$ cat config.mk
export PLATFORM = sky130hd
export DESIGN_NAME = nibble_rtc_master
export DESIGN_NICKNAME = d
export VERILOG_FILES = /design/src/rtl/nrm_pkg.sv /design/src/rtl/nrm_halfper.sv /design/src/rtl/nrm_capture.sv /design/src/rtl/nrm_sequencer.sv /design/src/rtl/nibble_rtc_master.sv
export SDC_FILE = /design/constraint.sdc
export NUM_CORES = 1
export LEC_CHECK = 0
export ABC_AREA = 0
export ABC_CLOCK_PERIOD_IN_PS = 1500
export BUFFER_PORTS_ARGS = -buffer_cell sky130_fd_sc_hd__buf_2
export CELL_PAD_IN_SITES_DETAIL_PLACEMENT = 2
export CELL_PAD_IN_SITES_GLOBAL_PLACEMENT = 2
export CORE_ASPECT_RATIO = 1.4
export CORE_MARGIN = 3
export CORE_UTILIZATION = 30
export CTS_CLUSTER_SIZE = 10
export DETAILED_ROUTE_END_ITERATION = 7
export PLACE_DENSITY_LB_ADDON = 0.1
export SETUP_SLACK_MARGIN = 0.4
export SYNTH_ARGS = -nofsm -noshare
export SYNTH_HDL_FRONTEND = slang
export SYNTH_SLANG_ARGS = --single-unit
export TNS_END_PERCENT = 100
$ cat constraint.sdc
create_clock -name clk -period 1.5 [get_ports clk]
set_clock_uncertainty 0.15 [all_clocks]
set_input_delay 0.375 -clock clk [delete_from_list [all_inputs] [get_ports clk]]
set_output_delay 0.375 -clock clk [all_outputs]
set_load 0.01 [all_outputs]
$ cat src/rtl/nrm_pkg.sv
package nrm_pkg;

    localparam int NIB_W      = 4;
    localparam int FRAME_BITS = 16;
    localparam int IDX_W      = $clog2(FRAME_BITS);
    localparam int TURN_SLOT  = 8;   // first slot with the line released in a read
    localparam int CAPT_SLOT  = 12;  // first slot whose input bit is kept

    typedef enum logic {
        OP_READ  = 1'b0,
        OP_WRITE = 1'b1
    } op_e;

    typedef struct packed {
        op_e              op;
        logic [NIB_W-1:0] addr;
        logic [NIB_W-1:0] wdata;
    } req_t;

    typedef struct packed {
        logic                  busy;
        logic                  high_half;
        logic [IDX_W-1:0]      slot;
        logic [FRAME_BITS-1:0] shreg;
        op_e                   op;
    } seq_t;

    // command nibbles: don't-care, read/not-write, address phase, data phase
    localparam logic [NIB_W-1:0] CMD_RD_ADDR = 4'b1110;
    localparam logic [NIB_W-1:0] CMD_WR_ADDR = 4'b1010;
    localparam logic [NIB_W-1:0] CMD_WR_DATA = 4'b1001;

    function automatic logic [FRAME_BITS-1:0] frame_of(req_t r);
        if (r.op == OP_WRITE)
            return {CMD_WR_ADDR, r.addr, CMD_WR_DATA, r.wdata};
        return {CMD_RD_ADDR, r.addr, {(2*NIB_W){1'b0}}};
    endfunction

    function automatic logic slot_driven(op_e op, logic [IDX_W-1:0] slot);
        return (op == OP_WRITE) || (slot < IDX_W'(TURN_SLOT));
    endfunction

endpackage

$ cat src/rtl/nrm_halfper.sv
module nrm_halfper #(
    parameter int HALF_DIV = 4
) (
    input  logic clk,
    input  logic rst,
    input  logic run,
    output logic tick
);
    localparam int CW = (HALF_DIV > 1) ? $clog2(HALF_DIV) : 1;
    localparam logic [CW-1:0] LAST = CW'(HALF_DIV - 1);

    logic [CW-1:0] cnt;

    generate
        if (HALF_DIV == 1) begin : g_every
            always_ff @(posedge clk) cnt <= '0;
            assign tick = run;
        end else begin : g_count
            always_ff @(posedge clk) begin
                if (rst || !run)    cnt <= '0;
                else if (cnt == LAST) cnt <= '0;
                else                cnt <= cnt + 1'b1;
            end
            assign tick = run && (cnt == LAST);
        end
    endgenerate

endmodule

$ cat src/rtl/nrm_capture.sv
module nrm_capture
    import nrm_pkg::*;
(
    input  logic             clk,
    input  logic             rst,
    input  logic             clear,
    input  logic             shift_en,
    input  logic             din,
    output logic [NIB_W-1:0] rdata
);
    always_ff @(posedge clk) begin
        if (rst || clear) rdata <= '0;
        else if (shift_en) rdata <= {rdata[NIB_W-2:0], din};
    end
endmodule

$ cat src/rtl/nrm_sequencer.sv
module nrm_sequencer
    import nrm_pkg::*;
(
    input  logic                  clk,
    input  logic                  rst,
    input  logic                  start,
    input  op_e                   start_op,
    input  logic [FRAME_BITS-1:0] start_frame,
    input  logic                  tick,
    output logic                  busy,
    output logic                  done,
    output logic                  sclk,
    output logic                  dout,
    output logic                  doe,
    output logic                  sample_en
);
    seq_t st;
    logic last_slot;

    assign busy      = st.busy;
    assign last_slot = (st.slot == IDX_W'(FRAME_BITS - 1));
    assign sample_en = st.busy && tick && !st.high_half && (st.op == OP_READ)
                       && (st.slot >= IDX_W'(CAPT_SLOT));

    always_ff @(posedge clk) begin
        if (rst) begin
            st   <= '0;
            done <= 1'b0;
            sclk <= 1'b0;
            dout <= 1'b0;
            doe  <= 1'b0;
        end else begin
            done <= 1'b0;
            if (!st.busy) begin
                if (start) begin
                    st.busy      <= 1'b1;
                    st.high_half <= 1'b0;
                    st.slot      <= '0;
                    st.shreg     <= start_frame;
                    st.op        <= start_op;
                    dout         <= start_frame[FRAME_BITS-1];
                    doe          <= 1'b1;
                end
            end else if (tick) begin
                if (!st.high_half) begin
                    st.high_half <= 1'b1;
                    sclk         <= 1'b1;
                end else begin
                    st.high_half <= 1'b0;
                    sclk         <= 1'b0;
                    if (last_slot) begin
                        st.busy <= 1'b0;
                        done    <= 1'b1;
                        doe     <= 1'b0;
                        dout    <= 1'b0;
                    end else begin
                        st.slot  <= st.slot + 1'b1;
                        st.shreg <= {st.shreg[FRAME_BITS-2:0], 1'b0};
                        dout     <= st.shreg[FRAME_BITS-2];
                        doe      <= slot_driven(st.op, st.slot + 1'b1);
                    end
                end
            end
        end
    end

    a_r6_sclk_idle_low: assert property (@(posedge clk) disable iff (rst)
        !st.busy |-> !sclk);
    a_r7_done_single: assert property (@(posedge clk) disable iff (rst)
        done |=> !done);
    a_r7_done_ends_busy: assert property (@(posedge clk) disable iff (rst)
        done |-> (!st.busy && $past(st.busy)));
    a_r10_dout_stable_high: assert property (@(posedge clk) disable iff (rst)
        (sclk && $past(sclk)) |-> $stable(dout));
    a_r3_drive_only_in_access: assert property (@(posedge clk) disable iff (rst)
        doe |-> st.busy);

endmodule

$ cat src/rtl/nibble_rtc_master.sv
module nibble_rtc_master
    import nrm_pkg::*;
#(
    parameter int HALF_DIV = 4
) (
    input  logic             clk,
    input  logic             rst,
    input  logic             req_valid,
    input  logic             req_write,
    input  logic [NIB_W-1:0] req_addr,
    input  logic [NIB_W-1:0] req_wdata,
    input  logic             burst_hold,
    output logic             busy,
    output logic             done,
    output logic [NIB_W-1:0] rdata,
    output logic             rtc_ce,
    output logic             rtc_sclk,
    output logic             rtc_dout,
    output logic             rtc_doe,
    input  logic             rtc_din
);
    req_t req;
    logic accept;
    logic tick;
    logic sample_en;
    logic ce_q;

    assign req.op    = req_write ? OP_WRITE : OP_READ;
    assign req.addr  = req_addr;
    assign req.wdata = req_wdata;
    assign accept    = req_valid && !busy;

    always_ff @(posedge clk) begin
        if (rst) ce_q <= 1'b0;
        else     ce_q <= burst_hold;
    end
    assign rtc_ce = ce_q || busy;

    nrm_halfper #(.HALF_DIV(HALF_DIV)) u_div (
        .clk  (clk),
        .rst  (rst),
        .run  (busy),
        .tick (tick)
    );

    nrm_sequencer u_seq (
        .clk         (clk),
        .rst         (rst),
        .start       (accept),
        .start_op    (req.op),
        .start_frame (frame_of(req)),
        .tick        (tick),
        .busy        (busy),
        .done        (done),
        .sclk        (rtc_sclk),
        .dout        (rtc_dout),
        .doe         (rtc_doe),
        .sample_en   (sample_en)
    );

    nrm_capture u_cap (
        .clk      (clk),
        .rst      (rst),
        .clear    (accept),
        .shift_en (sample_en),
        .din      (rtc_din),
        .rdata    (rdata)
    );

    a_r9_ce_on_edge: assert property (@(posedge clk) disable iff (rst)
        $rose(rtc_sclk) |-> rtc_ce);
    a_r8_busy_no_restart: assert property (@(posedge clk) disable iff (rst)
        (busy && $past(busy) && req_valid) |=> ($past(rtc_sclk) || !rtc_sclk || busy));

endmodule

==> impl_results.md, run 1 <==
* Status: aborted with a tool error
* Starting Density at 31.92%
* Initial antenna violation count at 0
* Cell variety after synth at 45
* Simple-gate share of the synthesized area at 26.50%
* Largest net degree at the start of global routing at 21
* Syn Area/Cell at 8.932 µm²
* Post-synthesis mux area share at 3.376%
* Clk buf depth at 2
* I/O pin cnt at 24
* Placer Congestion at 0.7135
* Hpwl dp at 3568 µm
* Grt repair worst endpoint: rtc_ce
* Rows at 29
* CTS Sinks at 33
* EDFF count, synth at 0
* Error msg: [ERROR DPL-0033] detailed placement checks failed during check placement.
* Die height at 89.18 µm
* Post-Synth XOR/XNOR Area at 0.5907%
* Die Wd at 65.42 µm
* Synth top area share at 44.56%
* Input/output buffers at 23
* Post-Syn Area at 1483 µm²
* WEP type: output port
* H-tree depth at 2
* Largest family of logic cells by synthesized area: simple AND/OR/NAND/NOR gates
* Sequential area share after synthesis at 44.56%
* Synth Area in Adders at 1.688%
* Stopped at: 5_1_grt
* Area leader, netlist: dfxtp_1
* Post-synthesis compound-gate area fraction at 19.32%
* Syn_nets at 182
* Ys async rst share at 0%
* TritonCTS buffer count at 5
* Post-Syn Instances at 166
* Main area contributors after synthesis: dfxtp_1 (45%), nand3_1 (7.4%), nand2_1 (4.8%), a32oi_1 (4.7%), a31oi_1 (3.4%)
* Ys Warns at 0
* Most common flop cell mapped by yosys: dfxtp_1
* Synth Register Bits at 33
* CTS root buf: clkbuf_8
## timing repair
| action | in CTS |
|---|---|
| buffers inserted | 23 |
| hold buffers | 0 |
| pin swaps | 34 |
| gates resized for setup | 89 |
| gates cloned | 4 |
| endpoints found under the setup margin | 41 |
## kinds of logic after synthesis
family                   count (synthesis)
AO/OA/AOI/OAI                           42
multiplexers                             5
flip-flops                              33
adder cells (fa/ha/maj)                  2
AND/OR/NAND/NOR                         69
XOR/XNOR                                 1
buffers and inverters                   14
## cell usage after synthesis, types with 2 or more instances
cell type and number:
o21ai_0 7, clkbuf_1 6, or3_1 2, a31oi_1 8, dfxtp_1 33, mux2i_1 5, ha_1 2, nand2_1 19
a32oi_1 8, nor2b_1 2, nor2_1 3, a211oi_1 3, nor3_1 3, buf_2 5, nand3_1 22, nand2b_1 2
a21oi_1 7, o221ai_1 2
## through the flow
stage	hold WS (ns)	cell area, µm²	setup WS (ns)	TNS, ns	instances
floorplan	0.2651	1634	0.1555	0	166
global placement	0.2692	1864	0.06188	0	252
detailed placement	0.2833	1864	-0.01413	-0.02655	252
CTS	0.1675	2517	-0.001399	-0.001399	287
==> run 2, diff against run 1 <==
==> config.mk (replaced) <==
export PLATFORM = sky130hd
export DESIGN_NAME = nibble_rtc_master
export DESIGN_NICKNAME = d
export VERILOG_FILES = /design/src/rtl/nrm_pkg.sv /design/src/rtl/nrm_halfper.sv /design/src/rtl/nrm_capture.sv /design/src/rtl/nrm_sequencer.sv /design/src/rtl/nibble_rtc_master.sv
export SDC_FILE = /design/constraint.sdc
export NUM_CORES = 1
export LEC_CHECK = 0
export ABC_AREA = 0
export ABC_CLOCK_PERIOD_IN_PS = 2000
export BUFFER_PORTS_ARGS = -buffer_cell sky130_fd_sc_hd__buf_2
export CORE_MARGIN = 3
export CORE_UTILIZATION = 40
export DETAILED_ROUTE_END_ITERATION = 7
export PLACE_DENSITY_LB_ADDON = 0.15
export SYNTH_ARGS = -nofsm -noshare
export SYNTH_HDL_FRONTEND = slang
export SYNTH_SLANG_ARGS = --single-unit
export TNS_END_PERCENT = 100
==> constraint.sdc (replaced) <==
create_clock -name clk -period 2 [get_ports clk]
set_clock_uncertainty 0.15 [all_clocks]
set_input_delay 0.5 -clock clk [delete_from_list [all_inputs] [get_ports clk]]
set_output_delay 0.5 -clock clk [all_outputs]
set_load 0.01 [all_outputs]
==> impl_results.md, run 2 <==
* Worst EP required at 1.35 ns
* Pins over their slew limit at 0
* Crit-path cells: or2_2 > buf_2
* Die area at 4473 µm²
* Die height at 66.88 µm (-25%)
* Worst Max-Slew Pin Slew at 0.4517 ns
* Syn_nets at 182 (unchanged)
* Cell variety after synth at 45 (unchanged)
* Count of final hold-check violations at 0
* Final period util at 93.38%
* Clk buf depth at 2 (unchanged)
* Worst setup EP type: primary output
* CTS root buf: clkbuf_8
* Total track usage at 17.36%
* Final setup fails at 0
* Placer Congestion at 0.7988 (+12%)
* Most common flop cell mapped by yosys: dfxtp_1
* Hpwl dp at 2440 µm (-32%)
* # hold bufs at CTS at 0 (unchanged)
* Grt met2 use at 26.49%
* Min-Delay Path Depth at 2
* Area grow syn2layout at 18.06%
* Max Fclk at 535.5 MHz
* Overflow after GRT at 0
* CTS tree: done
* Critical Path Slowest Stage Cell: dfxtp_1
* Post-route ant nets at 0
* Synth Register Bits at 33 (unchanged)
* Detailed Route Iter0 Violations at 68
* Initial antenna violation count at 0
* Post-CTS Repair Setup Buffers at 0 (-100%)
* Syn Area/Cell at 8.932 µm² (unchanged)
* DRT Pass-1 Iters at 4
* Die Wd at 66.88 µm (+2.2%)
* Largest net degree at the start of global routing at 20
* Post-DR wirelength/cell at 14.96 µm
* Status: complete, no violations
* Post-Syn Instances at 166 (unchanged)
* Rows at 21 (-28%)
* RSZ-0062 raised after global routing: false
* Synth top area share at 44.56% (unchanged)
* CP max stage delay at 0.45 ns
* Gates resized, CTS repair at 0 (-100%)
* I/O pin cnt at 24 (unchanged)
* Most frequent cell after synthesis: dfxtp_1
* WS Path Type: reg2out
* Slew headroom at 69.80%
* Share of post-route cells with drive strength above 1 at 22.22%
* Worst reg2reg path depth at 4
* Ys async rst share at 0% (unchanged)
* Main area contributors after synthesis: dfxtp_1 (45%), nand3_1 (7.4%), nand2_1 (4.8%), a32oi_1 (4.7%), a31oi_1 (3.4%)
* Routed vias/inst at 5.711
* Input/output buffers at 23 (unchanged)
* Max cap viols at 0
* Most flop-heavy register: u_seq.st
* Top flop regs: u_seq.st: 21 flops, u_cap.rdata: 4 flops, u_div.cnt: 2 flops
* Design area at 1750 µm²
* Sequential area share after synthesis at 44.56% (unchanged)
* Area leader, netlist: dfxtp_1
* R2R Setup Slk at 0.26 ns
* Critical Path Start Type: flip-flop
* Max reg flops at 21
* H-tree depth at 2 (unchanged)
* Routed WL at 3516 µm
* Starting Density at 43.08% (+11 points)
* Global route hottest layer: met2
* TritonCTS buffer count at 5 (unchanged)
* Number of global-route vias before repair at 1,247
* Critical path fanouts, max at 15
* Worst-path clk slew at 0.07 ns
* Post-Syn Area at 1483 µm² (unchanged)
* First-pass GRT wire length at 5782 µm
* Final net count at 204
* Arr. time, crit path at 1.22 ns
* N_diodes at 0
* Residual DRC at 0
* Hold Path Class: in2reg
* Commonest cells post-synth: dfxtp_1 (33), nand3_1 (22), nand2_1 (19)
* Met3 usage at 5.059%
* Commonest non-fill, non-tap cells in the layout: dfxtp_1 (33), buf_2 (23), nand3_1 (22), nand2_1 (19)
* Ys Warns at 0 (unchanged)
* Commonest non-fill, non-tap cell in the layout: dfxtp_1
* Leak Pwr at 0.6345 nW
* Vias after detailed routing at 1,342
* CORE AREA at 3442 µm²
* Worst vdd rail ir drop at 521.9 µV
* Clock Latency Late Sink at 0.29 ns
* Placed Area at 1634 µm² (-12%)
* Final min period at 1.868 ns
* Total Neg Setup Slack at 0 ns
* Pwr/cell area at 839.2 nW/µm²
* CTS Sinks at 33 (unchanged)
* Met1 global-route usage at 21.80%
* EDFF count, synth at 0 (unchanged)
==> run 2: cell counts after synthesis <==
No cell type changed its count.
==> run 2: logic make-up after synthesis <==
| family | share of synthesized area (%) |
|---|---|
| simple gates | 26.50 |
| compound gates | 19.33 |
| flops | 44.56 |
| buf+inv | 3.965 |
| mux | 3.376 |
| fa+ha+maj | 1.687 |
| xor+xnor | 0.5908 |
==> run 2: where the power goes <==
| group | switching (mW) | leakage, nW | internal [mW] | total (mW) |
|---|---|---|---|---|
| combinational | 0.0633 | 0.307 | 0.0507 | 0.114 |
| sequential | 0.0212 | 0.269 | 0.682 | 0.703 |
| clock | 0.246 | 0.0585 | 0.406 | 0.652 |
==> run 2: worst max-delay path, delay by kind of cell (launching register included) <==
kind | cells | cell delay [ns]
flip-flops | 1 | 0.45
buffers and inverters | 1 | 0.14
AND/OR/NAND/NOR | 1 | 0.34
==> run 2: final timing paths <==
path                startpoint           end
setup / recovery    u_seq.busy        rtc_ce
hold / removal      burst_hold          ce_q
hold reg to reg   u_div.cnt[0]  u_div.cnt[0]
setup reg to reg  u_div.cnt[0]  u_seq.st[14]
==> run 2: metrics by stage <==
step | total power [mW] | hold WS (ns) | utilization (%) | std cells | setup WS, ns
final | 1.469 | 0.2829 | 50.85 | 235 | 0.1325
after global routing | 1.519 | 0.3093 | 50.85 | 235 | 0.07717
after CTS | 1.478 | 0.2879 | 50.85 | 235 | 0.1269
after detailed placement | 0.8316 | 0.3030 | 47.47 | 227 | 0.2507
after global placement | 0.8287 | 0.2668 | 47.47 | 227 | 0.2963
after floorplan | 0.7856 | 0.2569 | - | 166 | 0.3770
==> run 2: final cells by class <==
class | instances | area [µm²]
Tap cell | 46 | 57.56
Sequential cell | 33 | 660.6
Clock inverter | 1 | 30.03
Inverter | 2 | 7.507
Timing Repair Buffer | 27 | 145.1
Fill cell | 347 | 1692
Multi-Input combinational cell | 119 | 763.2
Clock buffer | 7 | 86.33
==> run 2: routing by layer <==
layer | vias up | part of all wire (%)
met4 | 0 | 1.8
met1 | 640 | 47
li1 | 670 | -
met3 | 7 | 4.6
met5 | - | 0
met2 | 25 | 46
Note: power is estimated with default switching activity, not from simulation.
